===== src/rtl/trim_cal_pkg.sv =====
package trim_cal_pkg;
  typedef struct packed {
    logic launch;  // accepted start: load MSB trial
    logic decide;  // sample comparator for current bit
    logic finish;  // last bit decided this cycle
  } calStrobe_t;
endpackage


===== src/rtl/trim_cal_ctrl.sv =====
module trim_cal_ctrl
  import trim_cal_pkg::*;
#(
  parameter int CODE_W   = 7,
  parameter int SETTLE_W = 7,
  localparam int IDX_W   = $clog2(CODE_W)
) (
  input  logic                clk,
  input  logic                rst_n,
  input  logic                startReq,
  input  logic [SETTLE_W-1:0] settleCycles,
  output logic                busy,
  output logic                calDone,
  output logic [IDX_W-1:0]    bitIdx,
  output calStrobe_t          stb
);
  logic [SETTLE_W-1:0] settleCnt;

  always_comb begin
    stb.launch = !busy && startReq;
    stb.decide = busy && (settleCnt == '0);
    stb.finish = stb.decide && (bitIdx == '0);
  end

  always_ff @(posedge clk or negedge rst_n) begin
    if (!rst_n) begin
      busy      <= 1'b0;
      calDone   <= 1'b0;
      bitIdx    <= '0;
      settleCnt <= '0;
    end else begin
      calDone <= 1'b0;
      if (stb.launch) begin
        busy      <= 1'b1;
        bitIdx    <= IDX_W'(CODE_W - 1);
        settleCnt <= settleCycles;
      end else if (busy) begin
        if (settleCnt != '0) begin
          settleCnt <= settleCnt - 1'b1;
        end else if (bitIdx == '0) begin
          busy    <= 1'b0;
          calDone <= 1'b1;
        end else begin
          bitIdx    <= bitIdx - 1'b1;
          settleCnt <= settleCycles;
        end
      end
    end
  end

  // a step still settling cannot end the run
  assert_settle_holds_busy_R4: assert property (@(posedge clk) disable iff (!rst_n)
    (busy && settleCnt != '0) |=> busy);
  // start bit only clears together with the done pulse
  assert_fall_with_done_R5: assert property (@(posedge clk) disable iff (!rst_n)
    $fell(busy) |-> calDone);
  // done is a single-cycle pulse
  assert_done_single_R5: assert property (@(posedge clk) disable iff (!rst_n)
    calDone |=> !calDone);
endmodule


===== src/rtl/trim_cal_path.sv =====
module trim_cal_path
  import trim_cal_pkg::*;
#(
  parameter int NCH    = 3,
  parameter int CODE_W = 7,
  localparam int IDX_W = $clog2(CODE_W),
  localparam logic [CODE_W-1:0] MID = CODE_W'(1) << (CODE_W - 1)
) (
  input  logic                    clk,
  input  logic                    rst_n,
  input  calStrobe_t              stb,
  input  logic                    busy,
  input  logic [IDX_W-1:0]        bitIdx,
  input  logic [NCH-1:0]          cmpHigh,
  input  logic [NCH-1:0]          manualSel,
  input  logic [NCH*CODE_W-1:0]   manualCode,
  output logic [NCH*CODE_W-1:0]   dacCode
);
  logic [CODE_W-1:0] curMask, nextMask;

  always_comb begin
    curMask  = CODE_W'(1) << bitIdx;
    nextMask = (bitIdx == '0) ? '0 : (curMask >> 1);
  end

  for (genvar c = 0; c < NCH; c++) begin : g_ch
    logic [CODE_W-1:0] trialCode, autoCode, resolved, regCode;

    assign regCode  = manualCode[c*CODE_W +: CODE_W];
    assign resolved = cmpHigh[c] ? (trialCode & ~curMask) : trialCode;

    always_ff @(posedge clk or negedge rst_n) begin
      if (!rst_n) begin
        trialCode <= MID;
        autoCode  <= MID;
      end else begin
        if (stb.launch)      trialCode <= MID;
        else if (stb.decide) trialCode <= resolved | nextMask;
        if (stb.finish && !manualSel[c]) autoCode <= resolved;
      end
    end

    assign dacCode[c*CODE_W +: CODE_W] =
      manualSel[c] ? regCode : (busy ? trialCode : autoCode);

    // each run opens with the MSB trial
    assert_msb_first_R10: assert property (@(posedge clk) disable iff (!rst_n)
      $rose(busy) |-> trialCode == MID);
    // while idle with stable override settings the DAC code holds
    assert_idle_stable_R9: assert property (@(posedge clk) disable iff (!rst_n)
      (!busy && $past(!busy) && $stable(manualSel[c]) && $stable(regCode))
        |-> $stable(dacCode[c*CODE_W +: CODE_W]));
  end
endmodule


===== src/rtl/trim_sar_cal.sv =====
module trim_sar_cal
  import trim_cal_pkg::*;
#(
  parameter int NCH      = 3,
  parameter int CODE_W   = 7,
  parameter int SETTLE_W = 7,
  localparam int IDX_W   = $clog2(CODE_W)
) (
  input  logic                  clk,
  input  logic                  rst_n,
  input  logic                  startReq,
  input  logic                  calMode,
  input  logic                  forceShort,
  input  logic [SETTLE_W-1:0]   settleCycles,
  input  logic [NCH-1:0]        manualSel,
  input  logic [NCH*CODE_W-1:0] manualCode,
  input  logic [NCH-1:0]        cmpHigh,
  output logic                  startBit,
  output logic                  calDone,
  output logic                  inputShort,
  output logic [NCH*CODE_W-1:0] dacCode
);
  logic             busy;
  logic [IDX_W-1:0] bitIdx;
  calStrobe_t       stb;

  trim_cal_ctrl #(.CODE_W(CODE_W), .SETTLE_W(SETTLE_W)) ctrl_i (
    .clk(clk), .rst_n(rst_n), .startReq(startReq), .settleCycles(settleCycles),
    .busy(busy), .calDone(calDone), .bitIdx(bitIdx), .stb(stb)
  );

  trim_cal_path #(.NCH(NCH), .CODE_W(CODE_W)) path_i (
    .clk(clk), .rst_n(rst_n), .stb(stb), .busy(busy), .bitIdx(bitIdx),
    .cmpHigh(cmpHigh), .manualSel(manualSel), .manualCode(manualCode),
    .dacCode(dacCode)
  );

  assign startBit   = busy;
  assign inputShort = forceShort | (busy & ~calMode);

  // a forced short is never overridden by the calibration state
  assert_force_short_R8: assert property (@(posedge clk) disable iff (!rst_n)
    (forceShort && $past(calDone)) |-> inputShort);
endmodule


===== config.mk =====
export PLATFORM = sky130hd
export DESIGN_NAME = trim_sar_cal
export DESIGN_NICKNAME = d
export VERILOG_FILES = /design/src/rtl/trim_cal_pkg.sv /design/src/rtl/trim_cal_ctrl.sv /design/src/rtl/trim_cal_path.sv /design/src/rtl/trim_sar_cal.sv
export SDC_FILE = /design/constraint.sdc
export NUM_CORES = 1
export LEC_CHECK = 0
export CAP_MARGIN = 30
export CORE_UTILIZATION = 65
export DETAILED_ROUTE_END_ITERATION = 12
export DONT_BUFFER_PORTS = 1
export PLACE_DENSITY = 0.81
export SYNTH_ARGS = -nofsm -noshare
export SYNTH_HDL_FRONTEND = slang
export SYNTH_SLANG_ARGS = --single-unit
export TNS_END_PERCENT = 100

===== constraint.sdc =====
create_clock -name clk -period 3.1 [get_ports clk]
set_clock_uncertainty 0.1 [all_clocks]
set_input_delay 0.155 -clock clk [delete_from_list [all_inputs] [get_ports clk]]
set_output_delay 0.155 -clock clk [all_outputs]
set_load 0.01 [all_outputs]

Word level (Yosys, flattened, before mapping)
Cells that the tools add are included.

Register bits after elaboration: 54. Input port bits: 39. Logic and storage cells: 75.

Add/subtract/negate cells: 2. Equal/unequal tests: 3. Shifts and indexed selects: 1. Muxes and demuxes: 32. Bitwise operators: 10. Reduce and logical (&&, ||, !) cells: 17.

Operators with widths (count): two-way mux 7 bit (19); AND 7 bit (3); bitwise OR 7 bit (3); two-way mux 3 bit (4); two-way mux 1 bit (8); logical NOT 7 bit (1); inverter 7 bit (1); nonzero test 7 bit (1); left shift 1 x 3 -> 7 bit (first input constant) (1); subtractor 7 x 1 -> 7 bit (second input constant) (1); logical AND 1 bit (6); two-way mux 6 bit (1); logical NOT 1 bit (4); inequality test 2 x 1 -> 1 bit (second input constant) (2); nonzero test 2 bit (2); logical NOT 3 bit (1); inequality test 3 x 1 -> 1 bit (second input constant) (1); AND reduction 3 bit (1); subtractor 3 x 1 -> 3 bit (second input constant) (1); AND reduction 2 bit (1); AND 1 bit (1); inverter 1 bit (1); bitwise OR 1 bit (1).

Longest topological paths before layout
Gate-level depths: netlist of the first run.

Word-level depth: 7. Gate-level depth with buffers: 9.

Modules after synthesis
From an unflattened synthesis of the first run, not the netlist that was laid out.

Cell total of the unflattened synthesis: 349. Area total of the unflattened synthesis: 3067.9 µm².

By module, submodules not included: trim_cal_path (times used 1, cells each 256, area an instance 2260.9 µm², seq. area each 1058.5 µm²); trim_cal_ctrl (times used 1, cells each 91, area an instance 795.8 µm², seq. area each 300.3 µm²); trim_sar_cal (times used 1, cells each 2, area an instance 11.3 µm², seq. area each 0.0 µm²).

Worst setup path before layout of the first run
No wires, ideal clock.

Path kind: flip-flop to flip-flop. Start: register ctrl_i.bitIdx[0]. End: register path_i.g_ch[1].autoCode[4]. Arrival time: 1718 ps. Setup slack: 1146 ps. Stages on the path, launching flop included: 10. Buffers on the path: 3. Path through: dfrtp_1 -> inv_1 -> ha_1 -> buf_2 -> nor2b_1 -> buf_2 -> nand4b_1 -> clkbuf_1 -> nand2_1 -> o21ai_0.

Longest elaborated chain between the ends: 4.

RTL lines: from (decl) (RTL line trim_cal_ctrl.sv:14) `output logic [IDX_W-1:0] bitIdx,`; from (signal assigned) (RTL line trim_cal_ctrl.sv:35) `bitIdx <= IDX_W'(CODE_W - 1);`; from (signal assigned) (RTL line trim_cal_ctrl.sv:44) `bitIdx <= bitIdx - 1'b1;`; left shift 1 x 3 -> 7 bit (RTL line trim_cal_path.sv:22) `curMask = CODE_W'(1) << bitIdx;`; inverter 7 bit (RTL line trim_cal_path.sv:30) `assign resolved = cmpHigh[c] ? (trialCode & ~curMask) : trialCode;`; AND 7 bit (RTL line trim_cal_path.sv:30); two-way mux 7 bit (RTL line trim_cal_path.sv:30); to (signal assigned) (RTL line trim_cal_path.sv:39) `if (stb.finish && !manualSel[c]) autoCode <= resolved;`; to (decl) (RTL line trim_cal_path.sv:27) `logic [CODE_W-1:0] trialCode, autoCode, resolved, regCode;`.

Several ways; a longest one is shown, not always the timed one. A chain may end at the register's enable or synchronous reset.

Worst setup path in the final report of the first run
Start: register ctrl_i.busy. End: register path_i.g_ch[0].trialCode[2].

Longest elaborated chain between the ends: 3.

RTL lines: from (decl) (RTL line trim_cal_ctrl.sv:12) `output logic busy,`; from (signal assigned) (RTL line trim_cal_ctrl.sv:27) `busy <= 1'b0;`; from (signal assigned) (RTL line trim_cal_ctrl.sv:34) `busy <= 1'b1;`; from (signal assigned) (RTL line trim_cal_ctrl.sv:41) `busy <= 1'b0;`; logical NOT 1 bit (RTL line trim_cal_ctrl.sv:20) `stb.launch = !busy && startReq;`; logical AND 1 bit (RTL line trim_cal_ctrl.sv:20); two-way mux 7 bit / nonzero test 2 bit (equally long branches); to (signal assigned) (RTL line trim_cal_path.sv:38) `else if (stb.decide) trialCode <= resolved | nextMask;`; to (decl) (RTL line trim_cal_path.sv:27).

Several ways; a longest one is shown, not always the timed one.

==> results.py, run 1 <==
metrics = {
    "critical_path": {
        "cp_common_cell": "buf_4",
        "worstPathRequired_ps": 3250,
        "slowest_delay_ps": 560,
        "r2r-end": "path_i.g_ch[0].trialCode[2]$_DFFE_PN0P_",
        "crit_start": "ctrl_i.busy$_DFF_PN0_",
        "path_max_fanout": 17,
        "worstRegToRegCells": 6,
        "endpoint_kind": "register",
        "cp_cell_sequence": "buf_4, nor4bb_1, buf_4, nand2_1, nor3b_1, a31o_2",
        "reg2reg_slack_ps": 540,
        "endpoint": "path_i.g_ch[0].trialCode[2]$_DFFE_PN0P_",
        "cpMaxStageDelayCell": "nor3b_1",
        "worstReg2RegStart": "ctrl_i.busy$_DFF_PN0_",
        "crit_type": "register to register",
        "startpoint_type": "register",
        "cp.arrival_ps": 2710,
    },
    "synth": {
        "synth_edf_count": 0,
        "synthTopCellsByArea": "dfrtp_1, o21ai_0, nand2_1",
        "syn_nets": 407,
        "ys.flop_type": "dfrtp_1",
        "syn_avg_cell_area_um2": 8.79,
        "synth_warnings": 0,
        "ys_ff_latch": 54,
        "ys_seq_area_share_pct": 42.8,
        "syn_inst": 361,
        "async_reset_ff_share_pct": 100,
        "synth_top_area_share_pct": 37.9,
        "synth_area_mm2": 0.00317,
        "netlist_top_cells_count": "nand2_1, o21ai_0, dfrtp_1",
        "synth_largest_area_cell": "dfrtp_1",
        "ys_types": 46,
        "yosysMostFrequentCell": "nand2_1",
    },
    "die": {
        "die_area_mm2": 0.00516,
        "num_rows": 25,
        "die_y_um": 71.9,
        "die_w_um": 71.9,
        "initial_core_util_pct": 67.2,
        "ios": 63,
        "design.core.area_mm2": 0.00472,
    },
    "job": {
        "max_cap_violations": 0,
    },
    "timing": {
        "maxSlewHeadroom_pct": 53.4,
        "setup_violations": 0,
        "fin_crit_sh_pct": 82.5,
        "finalSetupTns_ps": 0,
        "finalHoldViolCount": 0,
        "slew_violations": 0,
        "rsz0062_at_grt": "false",
        "fin_crit_ps": 2560,
        "worstMarginPinSlew_ps": 699,
        "clock.fmax_mhz": 391,
    },
    "route": {
        "vias": 2701,
        "drc": 0,
        "drt-pass1-iter-count": 5,
        "drt-initial-drc-count": 255,
        "avgViaCountPerCell": 6.31,
        "wirelength_um": 7520,
        "ant_nets": 0,
        "wire_per_inst_um": 17.6,
    },
    "global_route": {
        "grt_use_total_pct": 31.4,
        "antenna_found_initial": 0,
        "grt_pass1_vias": 2564,
        "grt_pass1_wl_um": 12400,
        "overflow": 0,
        "grt_max_degree": 55,
    },
    "cells_and_area": {
        "fill_cells": 372,
        "area_growth_pct": 6.82,
        "antenna_cells": 0,
        "final_nets": 406,
        "stdcell_count": 428,
        "drive_gt1_share_pct": 8.03,
        "final_core_util_pct": 71.7,
    },
    "status": {
        "status": "finished, final reports clean",
    },
    "power_and_ir_drop": {
        "seqPwrFrac_pct": 47.6,
        "power.switching_mw": 0.866,
        "peakVddDrop_v": 0.000367,
        "p_int_mw": 1.38,
        "swShare_pct": 38.6,
        "comb_power_share_pct": 34.1,
        "clkPwrFrac_pct": 18.4,
        "power.density_mw_per_mm2": 662,
        "leakage_nw": 1.53,
    },
    "place": {
        "dp.cells": 408,
        "place_congestion": 0.944,
        "portBuffers": 0,
        "dp_hpwl_um": 5050,
    },
    "clock_network": {
        "cts.sinks": 54,
        "cts_made_buffers": 5,
        "path_clk_slew_ps": 100,
        "clockBufferDepth": 2,
        "post_cts_buffers": 0,
        "root_buffer": "clkbuf_8",
        "cts_tree": "done",
        "htree_levels": 2,
        "worst_skew_pair.late_latency_ps": 310,
    },
    "min_path": {
        "min_path_type": "input port to register",
    },
}
## per-layer routing
metal / up-vias / wire length [um] / track usage [%]
met2: 110 / 3740 / 51.3
li1: 1283 / - / -
met5: - / 0 / 0
met4: 0 / 130 / 12.6
met1: 1297 / 3100 / 40.7
met3: 11 / 542 / 7.03
## repair_timing
| action | in CTS | in global routing |
|---|---|---|
| hold buffers | 11 | 0 |
| resized for setup | 0 | 0 |
| hold endpoints to repair | 76 | 0 |
## cell families after synthesis
family                   count (synthesis)  share of synthesized area, %
buffers and inverters                   34                          5.21
AND/OR/NAND/NOR                        123                          18.3
AO/OA/AOI/OAI                          122                          24.3
flip-flops                              54                          42.8
adder cells (fa/ha/maj)                  7                          2.76
multiplexers                            21                          6.63
## worst min-delay path by stage
stage / start / to / depth (start not counted)
after floorplan: rst_n / ctrl_i.bitIdx[0]$_DFFE_PN0P_ / 0
after global placement: rst_n / ctrl_i.settleCnt[2]$_DFFE_PN0P_ / 0
after detailed placement: rst_n / ctrl_i.settleCnt[2]$_DFFE_PN0P_ / 0
after CTS: settleCycles[3] / ctrl_i.settleCnt[3]$_DFFE_PN0P_ / 2
after global routing: startReq / ctrl_i.settleCnt[2]$_DFFE_PN0P_ / 2
final: settleCycles[3] / ctrl_i.settleCnt[3]$_DFFE_PN0P_ / 2
## worst max-delay path, delay by kind of cell (launching register included)
family	cells	cell delay [ps]
and+or+nand+nor	3	1230
buffers and inverters	2	500
DFF	1	480
AOI/OAI and AO/OA	1	180
## stage by stage
| stage | power (mW) | instance area (um^2) | setup WS, ps | hold WS, ps |
|---|---|---|---|---|
| 3_3_place_gp | 1.76 | 3160 | 634 | -239 |
| 2_1_floorplan | 1.63 | 3170 | 1150 | -241 |
| 3_5_place_dp | 1.79 | 3160 | 608 | -240 |
| 4_1_cts | 2.23 | 3380 | 589 | 4.74 |
| 6_report | 2.24 | 3390 | 541 | 4.53 |
| 5_1_grt | 2.37 | 3390 | 238 | 10.7 |
## power groups by stage
| stage | Sequential, mW | Combinational, mW | Clock (mW) |
|---|---|---|---|
| floorplan | 1.00 | 0.631 | 0 |
| global placement | 1.06 | 0.694 | 0 |
| detailed placement | 1.07 | 0.722 | 0 |
| CTS | 1.06 | 0.756 | 0.414 |
| global route | 1.09 | 0.850 | 0.436 |
| finish | 1.07 | 0.764 | 0.413 |
## registers in the layout, indices dropped and copies added, names as in the netlist
signal / flops
path_i.g_ch.autoCode: 21
ctrl_i.busy: 1
ctrl_i.calDone: 1
ctrl_i.bitIdx: 3
ctrl_i.settleCnt: 7
path_i.g_ch.trialCode: 21
## placed cells by master (no fill, tap or decap), drive strengths merged, types with 7 or more instances in the layout
cell type / instances
dlygate4sd3: 10
nand3: 9
mux2i: 21
o2bb2ai: 8
nand2: 79
clkbuf: 7
inv: 9
a21o: 13
buf: 7
ha: 7
dfrtp: 48
a21oi: 11
o21ai: 64
## cell type report
cell class / count / area, um^2 / area share (%)
clock inverter: 1 / 5.00 / 0.148
clock buffer: 7 / 86.3 / 2.55
tap: 67 / 83.8 / 2.47
timing repair buffer: 17 / 173 / 5.10
multi-input combinational: 273 / 1650 / 48.6
sequential: 54 / 1360 / 40.1
inverter: 9 / 33.8 / 0.997
Power figures use the tool's default switching activity.
==> run 2, diff against run 1 <==
--- a/config.mk
+++ b/config.mk
@@ -5,11 +5,12 @@
 export SDC_FILE = /design/constraint.sdc
 export NUM_CORES = 1
 export LEC_CHECK = 0
+export ABC_AREA = 1
 export CAP_MARGIN = 30
-export CORE_UTILIZATION = 65
+export CORE_UTILIZATION = 64
 export DETAILED_ROUTE_END_ITERATION = 12
 export DONT_BUFFER_PORTS = 1
-export PLACE_DENSITY = 0.81
+export PLACE_DENSITY = 0.8
 export SYNTH_ARGS = -nofsm -noshare
 export SYNTH_HDL_FRONTEND = slang
 export SYNTH_SLANG_ARGS = --single-unit
==> constraint.sdc (replaced) <==
create_clock -name clk -period 2.7 [get_ports clk]
set_clock_uncertainty 0.1 [all_clocks]
set_input_delay 0.135 -clock clk [delete_from_list [all_inputs] [get_ports clk]]
set_output_delay 0.135 -clock clk [all_outputs]
set_load 0.01 [all_outputs]
==> run 2 against run 1 <==
  * Final cell count rose by 27%
  * Global-route usage decreased by 0.45 points
  * Clock power grew 22%
  * Utilization is 1.1 points lower
  * Register-to-register slack worse by 170 ps
  * Cell area increased by 5.7%
  * Routed wire length increased by 9.6%
  * Critical path depth increased by 2
  * Non-clock buffer count shrank 2
  * Die area grew 7.4%
  * Maximum frequency up 10%
  * Critical path type unchanged
  * Largest cell class unchanged
  * Largest power group unchanged
  * Highest routed layer unchanged
==> results.py, run 2 <==
metrics = {
    "timing": {
        "hold_ws_ps": 97.0,
        "fin_crit_sh_pct": 86.1,
        "worstMarginPinSlew_ps": 567,
        "finalHoldViolCount": 0,
        "setup_violations": 0,
        "fin_crit_ps": 2320,
        "rsz0062_at_grt": "false",
        "clock.fmax_mhz": 430,
        "maxSlewHeadroom_pct": 62.1,
        "slew_violations": 0,
        "finalSetupTns_ps": 0,
    },
    "cells_and_area": {
        "layout_commonest_cell": "nand2_1",
        "final_nets": 518,
        "multi_input_area_mm2": 0.00169,
        "final-seq-area_mm2": 0.00136,
        "fill_cells": 447,
        "layout_common_cells": "nand2_1, inv_1, dfrtp_1, a21oi_1, o21ai_0",
        "area_growth_pct": 6.59,
        "reg_top3": "path_i.g_ch.autoCode x21, path_i.g_ch.trialCode x21, ctrl_i.settleCnt x7",
        "antenna_cells": 0,
        "stdcell_count": 543,
        "drive_gt1_share_pct": 10.6,
    },
    "clock_network": {
        "clockBufferDepth": 2,
        "worst_skew_pair.late_latency_ps": 320,
        "htree_levels": 2,
        "cts_tree": "done",
        "cts.sinks": 54,
        "cts_made_buffers": 5,
        "post_cts_buffers": 0,
        "cts_resized": 0,
        "path_clk_slew_ps": 100,
        "root_buffer": "clkbuf_8",
    },
    "critical_path": {
        "worstRegToRegCells": 8,
        "path_max_fanout": 27,
        "worstPathRequired_ps": 2860,
        "endpoint_kind": "register",
        "slowest_delay_ps": 460,
        "crit_type": "register to register",
        "cp.arrival_ps": 2480,
        "cp_cell_sequence": "inv_1, ha_1, inv_1, nor2_1, nand3_4, nor2_4, nand2_1, nand2_1",
        "startpoint_type": "register",
        "cpMaxStageDelayCell": "nand3_4",
    },
    "power_and_ir_drop": {
        "power.density_mw_per_mm2": 738,
        "leakage_nw": 2.00,
        "total_power_mw": 2.64,
        "peakVddDrop_v": 0.000556,
    },
    "global_route": {
        "overflow": 0,
        "grt_pass1_vias": 2668,
        "grt_max_degree": 55,
        "antenna_found_initial": 0,
        "grt_use_total_pct": 30.9,
        "grt_pass1_wl_um": 12800,
    },
    "job": {
        "max_cap_violations": 0,
    },
    "die": {
        "num_rows": 26,
        "initial_core_util_pct": 66.2,
        "die_w_um": 74.5,
        "design.core.area_mm2": 0.00507,
        "ios": 63,
        "die_area_mm2": 0.00555,
        "die_y_um": 74.5,
    },
    "synth": {
        "ys_types": 27,
        "yosysMostFrequentCell": "nand2_1",
        "ys_ff_latch": 54,
        "synth_top_area_share_pct": 35.7,
        "syn_avg_cell_area_um2": 7.24,
        "netlist_top_cells_count": "nand2_1, inv_1, dfrtp_1",
        "ys.flop_type": "dfrtp_1",
        "synth_warnings": 0,
        "synthTopCellsByArea": "dfrtp_1, nand2_1, a21oi_1",
        "ys_seq_area_share_pct": 40.4,
        "syn_inst": 464,
        "synth_area_mm2": 0.00336,
        "synth_edf_count": 0,
        "syn_nets": 510,
        "synth_largest_area_cell": "dfrtp_1",
        "async_reset_ff_share_pct": 100,
    },
    "status": {
        "status": "finished, final reports clean",
    },
    "min_path": {
        "hold_depth": 4,
        "min_path_type": "input port to register",
    },
    "route": {
        "vias": 3078,
        "wire_per_inst_um": 15.2,
        "drt-pass1-iter-count": 6,
        "drc": 0,
        "drt-initial-drc-count": 267,
        "wirelength_um": 8240,
        "avgViaCountPerCell": 5.67,
        "ant_nets": 0,
    },
    "place": {
        "place_congestion": 0.840,
        "portBuffers": 0,
        "dp.cells": 523,
        "dp_hpwl_um": 5370,
    },
}
## run 2: cell types whose count changed after synthesis, moves of 11 or more
cell / delta
nand2_1: +101
inv_1: +40
clkbuf_1: -11
o21ai_2: +19
a21oi_1: +31
mux2i_1: -21
nor2_1: +22
a21o_1: -11
o21ai_0: -27
## run 2: report_power, final
part | internal, mW | switching (mW) | total [mW]
logic | 0.320 | 0.710 | 1.03
clock network | 0.212 | 0.292 | 0.505
registers | 0.950 | 0.158 | 1.11
## run 2: logic make-up after synthesis
kind of cell | synth area share, %
buf+inv | 9.31
fa+ha+maj | 2.61
xor+xnor | 0.261
flops | 40.4
simple gates | 30.5
compound gates | 16.9
## run 2: critical path: cells and delay by family, from the launching register on
kind / cells / cell delay [ps]
AND/OR/NAND/NOR: 5 / 1320
adder cells (fa/ha/maj): 1 / 190
flip-flops: 1 / 430
buffers and inverters: 2 / 220
## run 2: what timing repair did
item	in CTS	in global routing
hold endpoints to repair	82	0
hold buffers	12	0
endpoints found under the setup margin	0	0
## run 2: layout make-up
class,count,area share [%]
multi-input cells,346,47.2
flip-flops and latches,54,37.9
inverters,50,5.24
repair buffers,15,4.47
well taps,70,2.44
clock buffers,6,2.31
clock inverters,2,0.454
## run 2: path summary, 6_finish.rpt
kind / slack [ps] / from / end
min: 100 / startReq / ctrl_i.bitIdx[1]$_DFFE_PN0P_
max reg2reg: 380 / ctrl_i.bitIdx[0]$_DFFE_PN0P_ / path_i.g_ch[2].autoCode[3]$_DFFE_PN0P_
max in group asynchronous: 1980 / rst_n / path_i.g_ch[2].autoCode[6]$_DFFE_PN1P_
min reg2reg: 360 / path_i.g_ch[2].autoCode[6]$_DFFE_PN1P_ / path_i.g_ch[2].autoCode[6]$_DFFE_PN1P_
min in group asynchronous: 220 / rst_n / path_i.g_ch[1].autoCode[5]$_DFFE_PN0P_
max: 380 / ctrl_i.bitIdx[0]$_DFFE_PN0P_ / path_i.g_ch[2].autoCode[3]$_DFFE_PN0P_
## run 2: layer usage
metal  share of wire (%)  GRT usage, %
met2                  47          48.7
met3                 6.1          5.56
met1                  45          42.8
met5                   0             0
met4                 1.9          11.3
## run 2: through the flow
stage | utilization (%) | setup slack (ps) | area [um^2]
2_1_floorplan | - | 962 | 3360
3_3_place_gp | 65.9 | 594 | 3350
3_5_place_dp | 65.9 | 462 | 3350
4_1_cts | 70.6 | 410 | 3580
5_1_grt | 70.6 | 246 | 3580
6_report | 70.6 | 375 | 3580
==> run 3, diff against run 2 <==
==> constraint.sdc (replaced) <==
create_clock -name clk -period 2.7 [get_ports clk]
set_clock_uncertainty 0.1 [all_clocks]
set_input_delay 0.135 -clock clk [delete_from_list [all_inputs] [get_ports clk]]
set_output_delay 0.135 -clock clk [all_outputs]
set_load 0.02 [all_outputs]
==> run 3 against run 2 <==
  * Sequential share of layout area fell by 0.51 points
  * Utilization up 0.96 points
  * Sequential power hardly changed
  * Register-to-register slack better by 60 ps
  * Setup slack better by 62 ps
  * Maximum frequency rose by 2.8%
  * Via count rose by 0.45%
  * Sequential cell count stayed put
  * Global-route usage is 1.0 points lower
  * Routed wire length is 2.7% lower
==> results.py, run 3 (synthesis gave the netlist of run 2 again) <==
metrics = {
    "clock_network": {
        "cts_resized": 0,
        "root_buffer": "clkbuf_8",
        "cts.sinks": 54,
        "cts_made_buffers": 5,
        "path_clk_slew_ps": 100,
        "clockBufferDepth": 2,
        "worst_skew_pair.late_latency_ps": 310,
        "cts_tree": "done",
        "htree_levels": 2,
    },
    "timing": {
        "finalSetupTns_ps": 0,
        "maxSlewHeadroom_pct": 63.5,
        "setup_violations": 0,
        "clock.fmax_mhz": 442,
        "rsz0062_at_grt": "false",
        "worst_slack_ps": 438,
        "hold_ws_ps": 97.5,
        "worstMarginPinSlew_ps": 547,
        "finalHoldViolCount": 0,
        "fin_crit_sh_pct": 83.8,
        "fin_crit_ps": 2260,
        "slew_violations": 0,
    },
    "cells_and_area": {
        "final-seq-area_mm2": 0.00136,
        "fin_area_mm2": 0.00363,
        "fill_cells": 432,
        "antenna_cells": 0,
        "area_growth_pct": 8.04,
        "multi_input_area_mm2": 0.00169,
        "layout_commonest_cell": "nand2_1",
        "reg_top3": "path_i.g_ch.autoCode x21, path_i.g_ch.trialCode x21, ctrl_i.settleCnt x7",
        "drive_gt1_share_pct": 11.3,
        "layout_common_cells": "nand2_1, inv_1, dfrtp_1, a21oi_1, o21ai_0",
        "final_nets": 523,
    },
    "die": {
        "num_rows": 26,
        "design.core.area_mm2": 0.00507,
        "die_area_mm2": 0.00555,
        "die_y_um": 74.5,
        "ios": 63,
        "initial_core_util_pct": 66.2,
        "die_w_um": 74.5,
    },
    "route": {
        "drt-initial-drc-count": 235,
        "avgViaCountPerCell": 5.64,
        "ant_nets": 0,
        "vias": 3092,
        "wirelength_um": 8020,
        "drc": 0,
        "wire_per_inst_um": 14.6,
        "drt-pass1-iter-count": 5,
    },
    "power_and_ir_drop": {
        "leakage_nw": 2.03,
        "peakVddDrop_v": 0.000495,
        "power.density_mw_per_mm2": 756,
    },
    "critical_path": {
        "cp_cell_sequence": "inv_1, ha_1, inv_1, nor2_1, nand3_4, nand2_1, nand2_1, nand2_1",
        "slowest_delay_ps": 450,
        "crit_type": "register to register",
        "worstPathRequired_ps": 2850,
        "path_max_fanout": 27,
        "cp.arrival_ps": 2420,
        "endpoint_kind": "register",
        "cpMaxStageDelayCell": "nand3_4",
        "startpoint_type": "register",
        "cp_common_cell": "nand2_1",
        "worstRegToRegCells": 8,
        "worstReg2RegStart": "ctrl_i.bitIdx[0]$_DFFE_PN0P_",
        "reg2reg_slack_ps": 440,
        "r2r-end": "ctrl_i.settleCnt[1]$_DFFE_PN0P_",
    },
    "global_route": {
        "grt_use_total_pct": 29.9,
        "grt_pass1_vias": 2705,
        "overflow": 0,
        "grt_pass1_wl_um": 12500,
        "grt_max_degree": 55,
        "antenna_found_initial": 0,
    },
    "min_path": {
        "min_to": "ctrl_i.bitIdx[1]$_DFFE_PN0P_",
        "min_from": "startReq",
        "min_path_type": "input port to register",
        "hold_depth": 4,
    },
    "place": {
        "dp_hpwl_um": 5350,
        "place_ws_ps": 504,
        "portBuffers": 0,
        "place_congestion": 0.869,
        "place_area_mm2": 0.00338,
    },
    "job": {
        "max_cap_violations": 0,
    },
    "status": {
        "status": "finished, final reports clean",
    },
}
==> run 3: area by class of cell <==
cell class | instances | area share, %
Timing Repair Buffer | 20 | 5.44
Clock inverter | 2 | 1.03
Multi-Input combinational cell | 346 | 46.5
Inverter | 50 | 5.17
Tap cell | 70 | 2.41
Clock buffer | 6 | 2.00
Sequential cell | 54 | 37.4
==> run 3: how the worst max path moves through the flow <==
stage	from	endpoint	slack [ps]	cells after the start
2_1_floorplan	ctrl_i.bitIdx[0]$_DFFE_PN0P_	path_i.g_ch[0].autoCode[0]$_DFFE_PN0P_	960	8
3_3_place_gp	ctrl_i.bitIdx[0]$_DFFE_PN0P_	ctrl_i.settleCnt[1]$_DFFE_PN0P_	590	8
3_5_place_dp	ctrl_i.bitIdx[0]$_DFFE_PN0P_	path_i.g_ch[0].autoCode[4]$_DFFE_PN0P_	500	8
4_1_cts	ctrl_i.bitIdx[0]$_DFFE_PN0P_	ctrl_i.settleCnt[6]$_DFFE_PN0P_	470	8
5_1_grt	ctrl_i.bitIdx[0]$_DFFE_PN0P_	path_i.g_ch[0].autoCode[2]$_DFFE_PN0P_	240	8
6_report	ctrl_i.bitIdx[0]$_DFFE_PN0P_	ctrl_i.settleCnt[1]$_DFFE_PN0P_	440	8
==> run 3: timing repair <==
item / CTS / global route
hold buffers: 12 / 0
buffers inserted: 0 / 0
hold endpoints to repair: 82 / 0
==> run 3: report_power, final <==
part	switching [mW]	internal, mW	leakage, nW
registers	0.148	0.950	0.701
logic	0.763	0.333	1.28
clock network	0.276	0.277	0.0514
total	1.19	1.56	2.03
==> run 3: routing by layer <==
layer  routed length, um  up-vias  part of all wire [%]  GRT usage [%]
met4                 127        0                   1.6           9.01
met3                 429       15                   5.4           5.96
met1                3670     1469                    46           40.5
met2                3790      106                    47           48.4
li1                    -     1502                     -              -
met5                   0        -                     0              0
==> run 3: per-stage QoR <==
stage	util (%)	std cells	power, mW
after floorplan	-	464	1.90
after global placement	66.7	528	2.10
after detailed placement	66.7	528	2.14
after CTS	71.5	548	2.73
after global routing	71.5	548	2.93
final	71.5	548	2.75
==> run 3: critical path, delay by kind of cell (launching register included) <==
kind	cells	cell delay (ps)
DFF	1	430
adders and majority gates	1	180
and+or+nand+nor	5	1270
buffers and inverters	2	230
